## src/rtl/pinchg_pkg.sv

```systemverilog
package pinchg_pkg;
  localparam int NGRP          = 3;
  localparam int PINS_PER_GRP  = 8;
  localparam int NPINS         = NGRP * PINS_PER_GRP;
  localparam int ADDR_W        = 8;
  localparam int DATA_W        = 8;

  // Pins that physically exist in a bank; bank 1 lacks its top pin.
  function automatic logic [PINS_PER_GRP-1:0] grp_valid_pins(input int g);
    logic [PINS_PER_GRP-1:0] v;
    v = '1;
    if (g == 1) v[PINS_PER_GRP-1] = 1'b0;
    return v;
  endfunction

  // A bank event: any existing, selected pin changed level.
  function automatic logic grp_hit(input logic [PINS_PER_GRP-1:0] chg,
                                   input logic [PINS_PER_GRP-1:0] sel,
                                   input logic [PINS_PER_GRP-1:0] valid);
    return |(chg & sel & valid);
  endfunction

  // Sticky flag: a new event wins over a simultaneous clear.
  function automatic logic flag_update(input logic cur, input logic set, input logic clr);
    return set | (cur & ~clr);
  endfunction
endpackage

```

## src/rtl/pinchg_sync.sv

```systemverilog
module pinchg_sync #(
  parameter int W = 8
) (
  input  logic         clk,
  input  logic         rst_n,
  input  logic [W-1:0] pin_async,
  output logic [W-1:0] pin_chg
);
  logic [W-1:0] meta_q;
  logic [W-1:0] sync_q;
  logic [W-1:0] prev_q;

  always_ff @(posedge clk or negedge rst_n) begin
    if (!rst_n) begin
      meta_q <= '0;
      sync_q <= '0;
      prev_q <= '0;
    end else begin
      meta_q <= pin_async;
      sync_q <= meta_q;
      prev_q <= sync_q;
    end
  end

  assign pin_chg = sync_q ^ prev_q;
endmodule

```

## src/rtl/pinchg_group.sv

```systemverilog
module pinchg_group
  import pinchg_pkg::*;
#(
  parameter int                 W     = PINS_PER_GRP,
  parameter logic [W-1:0]       VALID = '1
) (
  input  logic         clk,
  input  logic         rst_n,
  input  logic [W-1:0] pin_chg,
  input  logic         sel_we,
  input  logic [W-1:0] sel_wd,
  input  logic         flag_clr,
  output logic [W-1:0] sel_q,
  output logic         grp_event,
  output logic         flag_q
);
  always_ff @(posedge clk or negedge rst_n) begin
    if (!rst_n)      sel_q <= '0;
    else if (sel_we) sel_q <= sel_wd & VALID;
  end

  assign grp_event = grp_hit(pin_chg, sel_q, VALID);

  always_ff @(posedge clk or negedge rst_n) begin
    if (!rst_n) flag_q <= 1'b0;
    else        flag_q <= flag_update(flag_q, grp_event, flag_clr);
  end
endmodule

```

## src/rtl/pinchg_irq_ctrl.sv

```systemverilog
module pinchg_irq_ctrl
  import pinchg_pkg::*;
#(
  parameter logic [ADDR_W-1:0] CTRL_ADDR = 8'h68,
  parameter logic [ADDR_W-1:0] FLAG_ADDR = 8'h3B,
  parameter logic [ADDR_W-1:0] SEL_BASE  = 8'h6B
) (
  input  logic              clk,
  input  logic              rst_n,
  input  logic [NPINS-1:0]  pin_in,
  input  logic [ADDR_W-1:0] bus_addr,
  input  logic              bus_we,
  input  logic [DATA_W-1:0] bus_wdata,
  output logic [DATA_W-1:0] bus_rdata,
  input  logic              gie,
  input  logic [NGRP-1:0]   irq_ack,
  output logic [NGRP-1:0]   irq_req
);
  localparam int W = PINS_PER_GRP;

  logic [NPINS-1:0]  pin_chg;
  logic [NGRP-1:0]   ctrl_q;
  logic [NGRP-1:0]   flag_q;
  logic [NGRP-1:0]   grp_event;
  logic [NGRP-1:0]   flag_clr;
  logic [W-1:0]      sel_q [NGRP];
  logic              ctrl_wr;
  logic              flag_wr;

  assign ctrl_wr = bus_we && (bus_addr == CTRL_ADDR);
  assign flag_wr = bus_we && (bus_addr == FLAG_ADDR);

  pinchg_sync #(.W(NPINS)) u_sync (
    .clk       (clk),
    .rst_n     (rst_n),
    .pin_async (pin_in),
    .pin_chg   (pin_chg)
  );

  for (genvar g = 0; g < NGRP; g++) begin : g_grp
    logic sel_we;
    assign sel_we      = bus_we && (bus_addr == SEL_BASE + ADDR_W'(g));
    assign flag_clr[g] = irq_ack[g] | (flag_wr & bus_wdata[g]);

    pinchg_group #(.W(W), .VALID(grp_valid_pins(g))) u_grp (
      .clk       (clk),
      .rst_n     (rst_n),
      .pin_chg   (pin_chg[g*W +: W]),
      .sel_we    (sel_we),
      .sel_wd    (bus_wdata[W-1:0]),
      .flag_clr  (flag_clr[g]),
      .sel_q     (sel_q[g]),
      .grp_event (grp_event[g]),
      .flag_q    (flag_q[g])
    );
  end

  always_ff @(posedge clk or negedge rst_n) begin
    if (!rst_n)       ctrl_q <= '0;
    else if (ctrl_wr) ctrl_q <= bus_wdata[NGRP-1:0];
  end

  assign irq_req = flag_q & ctrl_q & {NGRP{gie}};

  always_comb begin
    bus_rdata = '0;
    if (bus_addr == CTRL_ADDR) bus_rdata = DATA_W'(ctrl_q);
    if (bus_addr == FLAG_ADDR) bus_rdata = DATA_W'(flag_q);
    for (int g = 0; g < NGRP; g++) begin
      if (bus_addr == SEL_BASE + ADDR_W'(g)) bus_rdata = DATA_W'(sel_q[g]);
    end
  end
endmodule

```

## config.mk

```make
export PLATFORM = sky130hd
export DESIGN_NAME = pinchg_irq_ctrl
export DESIGN_NICKNAME = d
export VERILOG_FILES = /design/src/rtl/pinchg_pkg.sv /design/src/rtl/pinchg_sync.sv /design/src/rtl/pinchg_group.sv /design/src/rtl/pinchg_irq_ctrl.sv
export SDC_FILE = /design/constraint.sdc
export NUM_CORES = 1
export LEC_CHECK = 0
export ABC_CLOCK_PERIOD_IN_PS = 1400
export BUFFER_PORTS_ARGS = -buffer_cell sky130_fd_sc_hd__buf_4
export CAP_MARGIN = 0
export CORE_MARGIN = 5
export CORE_UTILIZATION = 30
export CTS_BUF_LIST = sky130_fd_sc_hd__clkbuf_8 sky130_fd_sc_hd__clkbuf_16
export DETAILED_ROUTE_END_ITERATION = 8
export HOLD_SLACK_MARGIN = 0.08
export PLACE_DENSITY_LB_ADDON = 0.15
export REMOVE_ABC_BUFFERS = 1
export SLEW_MARGIN = 20
export SYNTH_ARGS = -nofsm -noshare
export SYNTH_HDL_FRONTEND = slang
export SYNTH_SLANG_ARGS = --single-unit
```

## constraint.sdc

```tcl
create_clock -name clk -period 1.4 [get_ports clk]
set_input_delay 0.07 -clock clk [delete_from_list [all_inputs] [get_ports clk]]
set_output_delay 0.07 -clock clk [all_outputs]
set_load 0.01 [all_outputs]
```

==> flow_summary_export.csv <==
group,metric,value,unit
global_route,antenna_found_initial,0,
yosys,syn_area,0.00351,sq mm
floorplan,die_h,118,um
status,outcome,"finished with violations",
route,drt-initial-drc-count,50,
cells_and_area,nets,382,
global_route,first_global_vias,2243,
power,total_power,5.93,mW
cells_and_area,layout_commonest_cell,"dfrtp_1",
critical_path,start_kind,"flip-flop",
cells_and_area,final_cell_mix,"dfrtp_1 (98), buf_4 (67), dlygate4sd3_1 (35)",
route,first_pass_iters,4,
cts,clockBufferDepth,2,
route,num_vias,2073,
timing,slew_viol_final,0,
critical_path,arrival,1.56,ns
timing,setup_violations,3,
power,p_clk_share,39.6,%
yosys,syn_inst,221,
power,switching_share,22.0,%
cts,clkLatencyLatePin,0.34,ns
timing,whs,0.0915,ns
floorplan,start_util,30.7,%
floorplan,dieArea,0.0139,sq mm
timing,setup_tns,-0.275,ns
placed_design,numPortBuffers,56,
timing,setup_slack,-0.234,ns
power,internal-power,4.63,mW
global_route,grt_remaining_overflow,0,
floorplan,die-width,118,um
route,wire_per_inst,14.8,um
yosys,syn_area_per_cell,15.9,sq um
timing,post-route-period-util,117,%
cts,htreeDepth,3,
run,drv_cap,0,
floorplan,num_rows,39,
global_route,grt_max_degree,54,
timing,min_period,1.63,ns
placed_design,dpl.hpwl,5080,um
power,total_leakage_power,2.33,nW
route,ant_nets,0,
placed_design,gp_congestion,0.782,
timing,tightestPinTransition,0.351,ns
critical_path,crit_type,"flip-flop to output pin",
route,viasPerCell,4.29,
timing,max_freq,612,MHz
floorplan,io_pins,58,
cells_and_area,n_antenna_cell,0,
yosys,yosys_warnings,0,
cts,cts_buffers,9,
cts,path_clk_slew,0.07,ns
global_route,grtUsageTotal,11.2,%
critical_path,crit_required,1.33,ns
global_route,grt_pass1_wl,12100,um
power,ir_worst_vdd,0.474,mV
power,p_sw,1.30,mW
cts,root_buffer,"clkbuf_16",
yosys,async_flop_share,100,%
cells_and_area,syn2layout_area_growth,39.7,%
floorplan,core-area,0.0114,sq mm
status,violations,"negative setup slack",
cts,cts_tree,"built",
cts,cts.sinks,98,
critical_path,cp_max_fo,2,
yosys,yosysUniqueCellTypes,32,
yosys,synth_seq_area_share,70.0,%
cells_and_area,drive_gt1_share,36.2,%
worst_hold_path,min_path_type,"primary input to async pin",
yosys,synth-seq-cells,98,
yosys,synth_ff_type,"dfrtp_1",
timing,relSlewSlack,76.4,%
yosys,synth-edff-count,0,
route,drc,0,
power,power_density,1210,mW/mm^2
timing,hold_violations,0,
critical_path,end_kind,"output pin",
power,seqPwrFrac,52.1,%
power,pwr-share-comb,8.4,%
route,drt-total-wl,7150,um
timing,skew,0.00493,ns
timing,rsz0062_at_grt,"yes",
## stage by stage
stage | setup WS [ns] | area [sq um] | util (%) | cells
finish | -0.234 | 4900 | 42.9 | 483
global route | -0.321 | 4900 | 42.9 | 483
CTS | -0.252 | 4880 | 42.8 | 482
detailed placement | 0.0310 | 4210 | 36.9 | 430
global placement | 0.0402 | 4210 | 36.9 | 430
floorplan | 0.181 | 3500 | - | 219
## worst paths after layout
check	start	cells after the start	slack (ns)	to
max	g_grp[0].u_grp.sel_q[0]$_DFFE_PN0P_	4	-0.23	bus_rdata[0]
min	rst_n	2	0.09	u_sync.meta_q[9]$_DFF_PN0_
max reg2reg	g_grp[2].u_grp.sel_q[0]$_DFFE_PN0P_	5	0.05	g_grp[2].u_grp.flag_q$_DFF_PN0_
min reg2reg	u_sync.meta_q[6]$_DFF_PN0_	0	0.35	u_sync.sync_q[6]$_DFF_PN0_
max in group asynchronous	rst_n	3	0.80	g_grp[2].u_grp.sel_q[3]$_DFFE_PN0P_
min in group clk	bus_we	3	0.14	g_grp[0].u_grp.flag_q$_DFF_PN0_
## registers in the layout, summed over array words and instances (netlist names)
register	flops
g_grp.u_grp.flag_q	3
u_sync.meta_q	23
u_sync.sync_q	23
g_grp.u_grp.sel_q	23
ctrl_q	3
u_sync.prev_q	23
## critical path, stage by stage, from the launching register on
cell,delay [ns]
dfrtp_1,0.38
a22o_1,0.21
a221o_1,0.29
a22o_1,0.22
buf_6,0.12
## cells in the mapped netlist, types with 2 or more instances
library cell,number,area share [%]
a21o_1,2,0.43
a22o_1,2,0.50
a22oi_1,10,2.1
a31o_2,2,0.50
a32oi_1,2,0.50
and3_1,4,0.71
dfrtp_1,98,70
inv_1,4,0.43
mux2_2,26,8.4
mux2i_1,6,1.7
nand2_1,7,0.75
nand3_1,3,0.43
nand4_1,2,0.36
nand4_4,3,1.8
nor2_1,2,0.21
nor2b_1,5,0.89
o21ai_0,5,0.71
o22ai_1,2,0.36
xor2_1,23,5.7
## what timing repair did
| action | CTS | global route |
|---|---|---|
| hold buffers | 34 | 1 |
| gates resized for setup | 4 | 3 |
| pin swaps | 1 | 0 |
| setup endpoints to repair | 3 | 5 |
| buffers inserted | 2 | 0 |
| hold endpoints to repair | 149 | 1 |
## power groups by stage
stage          Clock, mW  Combinational, mW  Sequential [mW]
2_1_floorplan          0              0.159             3.11
3_3_place_gp           0              0.408             3.14
3_5_place_dp           0              0.409             3.15
4_1_cts             2.42              0.505             3.09
5_1_grt             2.57              0.550             3.11
6_report            2.35              0.497             3.09
## layout make-up
cell class | count | area, sq um
inverter | 4 | 15.0
clock buffer | 12 | 267
sequential | 98 | 2450
timing repair buffer | 105 | 905
tap | 143 | 179
multi-input combinational | 117 | 1050
fill | 1094 | 6520
clock inverter | 4 | 26.3
## metal layers
layer | track usage (%) | vias up | routed length, um
met4 | 3.87 | 0 | 83
li1 | - | 1019 | -
met3 | 4.32 | 6 | 298
met1 | 14.2 | 1011 | 3230
met5 | 0 | - | 0
met2 | 17.4 | 37 | 3540
## kinds of logic after synthesis
logic type      count (synthesis)  synth area share [%]
flops                          98                  69.9
simple gates                   34                  7.60
mux                            32                  10.1
compound gates                 28                  5.96
xor+xnor                       23                  5.75
buf+inv                         6                 0.678
(Power assumes the default switching activity.)
